==> src/rtl/stp_gate_pkg.sv <==
package stp_gate_pkg;
    typedef struct packed {
        logic tx_en;
        logic rx_en;
        logic lrn_off;
    } port_ctl_t;

    localparam port_ctl_t CTL_DISCARD = '{tx_en: 1'b0, rx_en: 1'b0, lrn_off: 1'b1};
endpackage

==> src/rtl/stp_ctl_bank.sv <==
module stp_ctl_bank
    import stp_gate_pkg::*;
#(
    parameter int NUM_PORTS = 5,
    parameter int PW        = 3
) (
    input  logic                 clk,
    input  logic                 rst_n,
    input  logic                 wr_en,
    input  logic [PW-1:0]        wr_port,
    input  port_ctl_t            wr_ctl,
    input  logic                 commit,
    output logic [NUM_PORTS-1:0] tx_vec,
    output logic [NUM_PORTS-1:0] rx_vec,
    output logic [NUM_PORTS-1:0] lrn_off_vec,
    output logic                 flush_valid,
    output logic [PW-1:0]        flush_port
);
    typedef struct packed {
        port_ctl_t [NUM_PORTS-1:0] pend;
        port_ctl_t [NUM_PORTS-1:0] act;
        logic [NUM_PORTS-1:0]      fq;
        logic                      fval;
        logic [PW-1:0]             fport;
    } bank_t;

    bank_t s_d, s_q;
    logic [NUM_PORTS-1:0] rise;
    logic [NUM_PORTS-1:0] cand;
    logic [PW-1:0]        pick;

    always_comb begin
        s_d      = s_q;
        s_d.fval = 1'b0;
        rise     = '0;
        pick     = '0;
        if (wr_en && (int'(wr_port) < NUM_PORTS)) begin
            s_d.pend[wr_port] = wr_ctl;
        end
        if (commit) begin
            for (int p = 0; p < NUM_PORTS; p++) begin
                rise[p] = s_q.pend[p].lrn_off & ~s_q.act[p].lrn_off;
            end
            s_d.act = s_q.pend;
        end
        cand = s_q.fq | rise;
        for (int p = NUM_PORTS - 1; p >= 0; p--) begin
            if (cand[p]) pick = PW'(p);
        end
        if (|cand) begin
            s_d.fval    = 1'b1;
            s_d.fport   = pick;
            cand[pick]  = 1'b0;
        end
        s_d.fq = cand;
    end

    always_ff @(posedge clk) begin
        if (!rst_n) begin
            for (int p = 0; p < NUM_PORTS; p++) begin
                s_q.pend[p] <= CTL_DISCARD;
                s_q.act[p]  <= CTL_DISCARD;
            end
            s_q.fq    <= '0;
            s_q.fval  <= 1'b0;
            s_q.fport <= '0;
        end else begin
            s_q <= s_d;
        end
    end

    for (genvar g = 0; g < NUM_PORTS; g++) begin : g_vec
        assign tx_vec[g]      = s_q.act[g].tx_en;
        assign rx_vec[g]      = s_q.act[g].rx_en;
        assign lrn_off_vec[g] = s_q.act[g].lrn_off;
    end

    assign flush_valid = s_q.fval;
    assign flush_port  = s_q.fport;

    assert_commit_on_idle_R7: assert property (@(posedge clk) disable iff (!rst_n)
        !$stable(s_q.act) |-> $past(commit));

    assert_flush_port_range_R8: assert property (@(posedge clk) disable iff (!rst_n)
        flush_valid |-> (int'(flush_port) < NUM_PORTS));

    assert_flush_marks_off_R9: assert property (@(posedge clk) disable iff (!rst_n)
        flush_valid |-> ((s_q.fq & ((NUM_PORTS)'(1) << flush_port)) == '0));
endmodule

==> src/rtl/stp_frame_decide.sv <==
module stp_frame_decide #(
    parameter int NUM_PORTS = 5,
    parameter int PW        = 3,
    parameter int MGMT_PORT = 4
) (
    input  logic                 clk,
    input  logic                 rst_n,
    input  logic                 frm_valid,
    input  logic [PW-1:0]        frm_src,
    input  logic [NUM_PORTS-1:0] frm_dst,
    input  logic                 frm_static_hit,
    input  logic                 frm_override,
    input  logic                 frm_src_mcast,
    input  logic [NUM_PORTS-1:0] tx_vec,
    input  logic [NUM_PORTS-1:0] rx_vec,
    input  logic [NUM_PORTS-1:0] lrn_off_vec,
    output logic                 dec_valid,
    output logic [NUM_PORTS-1:0] dec_mask,
    output logic                 dec_learn
);
    typedef struct packed {
        logic                 valid;
        logic [NUM_PORTS-1:0] mask;
        logic                 learn;
    } dec_t;

    dec_t d_d, d_q;
    logic                 src_ok, from_mgmt, src_rx, src_lrn_off;
    logic [NUM_PORTS-1:0] src_bit, mgmt_bit, allow_vec;

    always_comb begin
        src_ok  = int'(frm_src) < NUM_PORTS;
        src_bit = '0;
        if (src_ok) src_bit[frm_src] = 1'b1;
        mgmt_bit            = '0;
        mgmt_bit[MGMT_PORT] = 1'b1;
        from_mgmt   = src_ok && (frm_src == PW'(MGMT_PORT));
        src_rx      = |(rx_vec & src_bit);
        src_lrn_off = |(lrn_off_vec & src_bit);
        allow_vec   = tx_vec | ~lrn_off_vec | mgmt_bit;

        d_d.valid = frm_valid;
        if (from_mgmt) begin
            d_d.mask = frm_dst & (tx_vec | ~lrn_off_vec);
        end else begin
            d_d.mask = src_rx ? (frm_dst & tx_vec) : '0;
            if (frm_static_hit && frm_override) d_d.mask = d_d.mask | mgmt_bit;
        end
        d_d.mask = d_d.mask & ~src_bit;
        if (!frm_valid || !src_ok) d_d.mask = '0;
        d_d.learn = frm_valid && src_ok && !src_lrn_off && !frm_src_mcast;
    end

    always_ff @(posedge clk) begin
        if (!rst_n) d_q <= '0;
        else        d_q <= d_d;
    end

    assign dec_valid = d_q.valid;
    assign dec_mask  = d_q.mask;
    assign dec_learn = d_q.learn;

    assert_egress_allowed_R2: assert property (@(posedge clk) disable iff (!rst_n)
        dec_valid |-> ((dec_mask & ~$past(allow_vec)) == '0));

    assert_src_not_egress_R6: assert property (@(posedge clk) disable iff (!rst_n)
        dec_valid |-> ((dec_mask & $past(src_bit)) == '0));

    assert_learn_unicast_R3: assert property (@(posedge clk) disable iff (!rst_n)
        dec_learn |-> $past(frm_valid && !frm_src_mcast));

    assert_idle_quiet_R10: assert property (@(posedge clk) disable iff (!rst_n)
        !dec_valid |-> (dec_mask == '0 && !dec_learn));
endmodule

==> src/rtl/stp_port_gate.sv <==
module stp_port_gate
    import stp_gate_pkg::*;
#(
    parameter int NUM_PORTS = 5,
    parameter int MGMT_PORT = 4,
    localparam int PW = (NUM_PORTS > 1) ? $clog2(NUM_PORTS) : 1
) (
    input  logic                 clk,
    input  logic                 rst_n,
    input  logic                 cfg_we,
    input  logic [PW-1:0]        cfg_port,
    input  logic [2:0]           cfg_ctl,
    input  logic                 frm_valid,
    input  logic [PW-1:0]        frm_src,
    input  logic [NUM_PORTS-1:0] frm_dst,
    input  logic                 frm_static_hit,
    input  logic                 frm_override,
    input  logic                 frm_src_mcast,
    output logic                 dec_valid,
    output logic [NUM_PORTS-1:0] dec_mask,
    output logic                 dec_learn,
    output logic                 flush_valid,
    output logic [PW-1:0]        flush_port
);
    logic [NUM_PORTS-1:0] tx_vec, rx_vec, lrn_off_vec;
    port_ctl_t            wr_ctl;

    assign wr_ctl = '{tx_en: cfg_ctl[2], rx_en: cfg_ctl[1], lrn_off: cfg_ctl[0]};

    stp_ctl_bank #(.NUM_PORTS(NUM_PORTS), .PW(PW)) u_bank (
        .clk(clk), .rst_n(rst_n),
        .wr_en(cfg_we), .wr_port(cfg_port), .wr_ctl(wr_ctl),
        .commit(~frm_valid),
        .tx_vec(tx_vec), .rx_vec(rx_vec), .lrn_off_vec(lrn_off_vec),
        .flush_valid(flush_valid), .flush_port(flush_port)
    );

    stp_frame_decide #(.NUM_PORTS(NUM_PORTS), .PW(PW), .MGMT_PORT(MGMT_PORT)) u_decide (
        .clk(clk), .rst_n(rst_n),
        .frm_valid(frm_valid), .frm_src(frm_src), .frm_dst(frm_dst),
        .frm_static_hit(frm_static_hit), .frm_override(frm_override),
        .frm_src_mcast(frm_src_mcast),
        .tx_vec(tx_vec), .rx_vec(rx_vec), .lrn_off_vec(lrn_off_vec),
        .dec_valid(dec_valid), .dec_mask(dec_mask), .dec_learn(dec_learn)
    );
endmodule

==> config.mk <==
export PLATFORM = sky130hd
export DESIGN_NAME = stp_port_gate
export DESIGN_NICKNAME = d
export VERILOG_FILES = /design/src/rtl/stp_gate_pkg.sv /design/src/rtl/stp_ctl_bank.sv /design/src/rtl/stp_frame_decide.sv /design/src/rtl/stp_port_gate.sv
export SDC_FILE = /design/constraint.sdc
export NUM_CORES = 1
export LEC_CHECK = 0
export BUFFER_PORTS_ARGS = -buffer_cell sky130_fd_sc_hd__buf_2
export CAP_MARGIN = 40
export CORE_MARGIN = 2
export CORE_UTILIZATION = 48
export CTS_CLUSTER_SIZE = 16
export DETAILED_ROUTE_END_ITERATION = 7
export MAX_ROUTING_LAYER = met4
export PLACE_DENSITY_LB_ADDON = 0.05
export SKIP_CTS_REPAIR_TIMING = 1
export SLEW_MARGIN = 25
export SYNTH_ARGS = -nofsm -noshare
export SYNTH_HDL_FRONTEND = slang
export SYNTH_HIERARCHICAL = 1
export SYNTH_SLANG_ARGS = --single-unit
==> constraint.sdc <==
create_clock -name clk -period 2.3 [get_ports clk]
set_clock_uncertainty 0.2 [all_clocks]
set_input_delay 0.345 -clock clk [delete_from_list [all_inputs] [get_ports clk]]
set_output_delay 0.345 -clock clk [all_outputs]
set_load 0.05 [all_outputs]
# Yosys cells after proc, flatten, opt, wreduce, memory -nomap -nowiden
# Cells that the tools add are included.
[word_totals]
out_inout_bits = 11
in_bits = 21
word_cells = 104
register_bits = 46
[classes]
eq_ne = 1
n_bitwise = 22
order_cmp = 8
reduce_logical = 18
mux = 19
[ops]
columns = ["op", "n"]
rows = [
  ["5-bit bitwise AND", 6],
  ["5-bit two-way mux", 6],
  ["3-bit two-way mux", 6],
  ["15-bit bitwise mux", 1],
  ["5-bit inverter", 3],
  ["5-bit OR reduction", 3],
  ["3-bit by 4-bit < comparator with 1-bit output (second input constant)", 3],
  ["5-bit OR", 2],
  ["3-bit demux with 3-bit select", 1],
  ["3-bit by 1-bit >= comparator with 1-bit output (second input constant)", 3],
  ["1-bit logical AND", 9],
  ["1-bit demux with 3-bit select", 2],
  ["3-bit < comparator (second input constant)", 2],
  ["1-bit inverter", 6],
  ["1-bit bitwise AND", 5],
  ["1-bit zero test", 4],
  ["4-bit two-way mux", 1],
  ["3-bit equality test (second input constant)", 1],
  ["1-bit two-way mux", 2],
  ["2-bit OR reduction", 1],
  ["1-bit logical OR", 1],
]

# Longest topological paths before layout
[logic_depth]
ltp_word = 16
ltp_mapped = 5
ltp_nobuf = 5

# Hierarchy
# Netlist, hierarchy kept.
[by_module_without_submodules]
columns = ["mod", "seq_area_each_um2", "instances", "cells_per_inst", "area_per_inst_um2"]
rows = [
  ["stp_ctl_bank", 780.7, 1, 157, 1651.6],
  ["stp_frame_decide", 140.1, 1, 55, 481.7],
  ["stp_port_gate", 0.0, 1, 1, 3.8],
]

# Least setup slack after synthesis
# Ideal clock, no wire load.
[synth_timing]
path_type = "input-to-reg"
from = "input frm_valid"
to = "register u_bank.s_q, in the netlist u_bank/flush_port[0]"
path_buffers = 1
arrival_time_ps = 1156
setup_slack_ps = 849
path_stages = 5
path_cell_list = "inv_1 -> buf_6 -> and3b_4 -> o311a_1 -> o41ai_2"
[synth_via]
elab_chain_cells = 6
[synth_lines]
columns = ["item", "line_no", "source"]
rows = [
  ["from (decl)", "stp_port_gate.sv:13", "input logic frm_valid,"],
  ["5-bit two-way mux *", "stp_ctl_bank.sv:40", "if (commit) begin"],
  ["5-bit OR *", "stp_ctl_bank.sv:46", "cand = s_q.fq | rise;"],
  ["3-bit two-way mux (4 in series)", "stp_ctl_bank.sv:48", "if (cand[p]) pick = PW'(p);"],
  ["to (decl)", "stp_ctl_bank.sv:27", "bank_t s_d, s_q;"],
]
# Mark *: on every way between the ends. The rest lies on a longest branch, timed or not.
# A chain may end at the register's enable or synchronous reset.

# Worst setup path after layout
[layout_timing]
from = "register u_bank.s_q, in the netlist u_bank/lrn_off_vec[1]"
to = "register u_bank.s_q, in the netlist u_bank/flush_port[2]"
[layout_via]
elab_chain_cells = 6
[layout_lines]
columns = ["item", "line_no", "source"]
rows = [
  ["1-bit inverter *", "stp_ctl_bank.sv:42", "rise[p] = s_q.pend[p].lrn_off & ~s_q.act[p].lrn_off;"],
  ["1-bit bitwise AND *", "stp_ctl_bank.sv:42", ""],
  ["5-bit two-way mux *", "stp_ctl_bank.sv:40", ""],
  ["5-bit OR *", "stp_ctl_bank.sv:46", ""],
  ["3-bit two-way mux (2 in series)", "stp_ctl_bank.sv:48", ""],
]
# Marks and branches as above.

==> flow_metrics.py <==
metrics = {
    "run_status": {
        "outcome": "completed",
    },
    "sta": {
        "fin_tns_setup_ns": 0,
        "setup_viol": 0,
        "rsz0062_at_grt": "false",
        "fmax_mhz": 674,
        "fin_crit_sh": 0.645,
        "drv_slew": 0,
        "hold_viol": 0,
        "period_minus_slack_ns": 1.48,
        "holdWs_ns": 0.0778,
    },
    "clock_tree": {
        "htree_levels": 2,
        "clk_latency_ns": 0.29,
        "cts_num_sinks": 46,
        "tritoncts": "done",
        "cts_buffers": 5,
        "max-clock-path-buffers": 2,
        "cts-root-buf": "clkbuf_8",
        "clk_transition_reported_paths_ns": 0.08,
    },
    "worst_hold_path": {
        "hold_depth": 2,
        "hold_start": "frm_dst[3]",
        "hp-class": "in2reg",
        "hold_end": "u_decide/dec_mask[3]",
    },
    "setup_path": {
        "crit_fanout": 6,
        "start_kind": "flip-flop",
        "cp.arrival_ns": 1.52,
        "critPathKind": "reg2reg",
        "rr_worst_depth": 3,
        "rr_endpoint": "u_bank/flush_port[2]",
        "end_kind": "flip-flop",
        "regToRegStartpoint": "u_bank/lrn_off_vec[1]",
        "rrSetupSlack_ns": 0.82,
        "critPathRequiredTime_ns": 2.34,
    },
    "run": {
        "drv_cap": 0,
    },
    "global_routing": {
        "met2_usage": 0.298,
        "grtUsageMet1": 0.225,
        "top_usage_layer": "met2",
        "grt_antenna_before_repair": 0,
        "grt_use_total": 0.182,
        "grt_pass1_wl_um": 7070,
        "gr-usage-met3": 0.0456,
        "grt_pass1_vias": 1534,
        "grt_max_degree": 26,
        "overflow": 0,
    },
    "cells_and_area": {
        "synthToLayoutAreaGrowth_pct": 6.97,
        "drive_above_1_share": 0.251,
        "final_core_util": 0.529,
        "fillCellCount": 413,
        "finalNetCount": 247,
        "num_antenna_cells": 0,
    },
    "floorplan": {
        "dieArea_mm2": 0.00500,
        "die_x_um": 70.7,
        "fp.coreArea_mm2": 0.00432,
        "start_util": 0.494,
        "rows": 24,
        "ios": 32,
        "die_h_um": 70.7,
    },
    "placement": {
        "dp_hpwl_um": 3120,
        "routabilityCongestion": 0.802,
        "io_buffer_count": 31,
    },
    "detailed_routing": {
        "first_iter_violations": 54,
        "postRouteAntennaNets": 0,
        "drc": 0,
        "wl_per_cell_um": 14.6,
        "first_pass_iters": 4,
        "wirelength_um": 4080,
        "drt-vias-per-instance": 5.29,
        "num_vias": 1476,
    },
    "logic_synthesis": {
        "synth-async-reset-ratio": 0,
        "ys_warn_count": 6,
        "synth.yosys.seq_area_share": 0.431,
        "synth_cells": 213,
        "synth_area_mm2": 0.00214,
        "ys_seq_elements": 46,
        "yosys-top-cells-area": "dfxtp_1 (43%), mux2i_1 (15%), buf_4 (6.7%), nor2_1 (4.2%), nand2_1 (3.5%)",
        "syn_nets": 234,
        "synth.distinct_cells": 41,
        "synth_top_cell_by_area": "dfxtp_1",
        "ys_top_cells_by_count": "dfxtp_1 (46), mux2i_1 (31), nor2_1 (24), nand2_1 (20), buf_4 (19)",
        "synthFlopType": "dfxtp_1",
        "synth_edf_count": 0,
        "yosys.area.top_type_share": 0.431,
        "syn_area_per_cell_um2": 10.0,
        "yosysMostFrequentCell": "dfxtp_1",
    },
    "power_and_ir_drop": {
        "p_leak_nw": 1.02,
        "peakVddDrop_mv": 0.399,
        "power.density_mw_per_mm2": 669,
    },
}
==> worst max-delay path, cell delays in order (launching register included) <==
cell     delay [ns]
dfxtp_1        0.39
and3b_1        0.25
nor4b_4        0.35
and4b_1        0.24
==> worst max-delay path by stage <==
| stage | startpoint | end | slack [ns] | cells past startpoint |
|---|---|---|---|---|
| detailed placement | frm_valid | u_bank/flush_port[2] | 0.57 | 5 |
| floorplan | frm_valid | u_bank/flush_port[0] | 0.85 | 5 |
| CTS | u_bank/lrn_off_vec[1] | u_bank/flush_port[2] | 0.81 | 3 |
| global placement | frm_src[2] | u_decide/dec_mask[0] | 0.62 | 5 |
| global route | u_bank/lrn_off_vec[1] | u_bank/flush_port[2] | 0.71 | 3 |
| finish | u_bank/lrn_off_vec[1] | u_bank/flush_port[2] | 0.82 | 3 |
==> flip-flops by register name, summed over array words and instances (netlist names) <==
signal              count
u_bank/flush_valid      1
u_bank/lrn_off_vec      5
u_bank/s_q             20
u_bank/tx_vec           5
u_bank/flush_port       3
u_decide/dec_mask       5
u_decide/dec_valid      1
u_bank/rx_vec           5
u_decide/dec_learn      1
==> cell families (layout without fill, tap and decap cells) <==
kind of cell           after synthesis  in the layout  synth area share
and+or+nand+nor                     78             78             0.232
DFF                                 46             46             0.431
buffers and inverters               35             49             0.106
muxes                               31             31             0.145
AOI/OAI and AO/OA                   22             22            0.0843
other                                1              1           0.00175
==> final cells by class <==
type	count	area, um2	area share
multi-input cells	132	990	0.433
flip-flops and latches	46	921	0.403
repair buffers	32	163	0.0712
clock buffers	5	68.8	0.0301
well taps	52	65.1	0.0285
clock inverters	3	45.0	0.0197
inverters	9	33.8	0.0148
==> layout by cell type, fill, tap and decap left out, types with 2 or more instances in the layout <==
cell / instances
buf_2: 31
dfxtp_1: 46
mux2i_1: 31
o311a_1: 2
and4bb_2: 5
clkinvlp_4: 2
nor4b_4: 3
nand2_1: 20
a211oi_2: 3
and3_1: 3
nor2_1: 24
inv_1: 8
o21ai_0: 6
nor3_1: 7
and4b_1: 2
clkbuf_8: 5
nand3b_1: 4
==> per-layer routing <==
metal	wire length, um	part of all wire
met1	1940	0.47
met2	1940	0.48
met3	164	0.040
met4	37	0.0091
met5	0	0
==> per-stage QoR <==
stage               area (um2)  setup WS, ns  total power [mW]  instances
finish                    2290         0.817              1.53        279
global route              2290         0.709              1.59        279
CTS                       2290         0.808              1.54        279
detailed placement        2170         0.570             0.955        271
global placement          2170         0.617             0.950        271
floorplan                 2140         0.849             0.919        213
==> report_power, final <==
| group | switching, mW | total, mW | internal, mW | leakage, nW |
|---|---|---|---|---|
| registers | 0.00793 | 0.816 | 0.808 | 0.373 |
| logic | 0.0743 | 0.120 | 0.0455 | 0.596 |
| clock network | 0.269 | 0.592 | 0.323 | 0.0504 |
(Power assumes the default switching activity.)
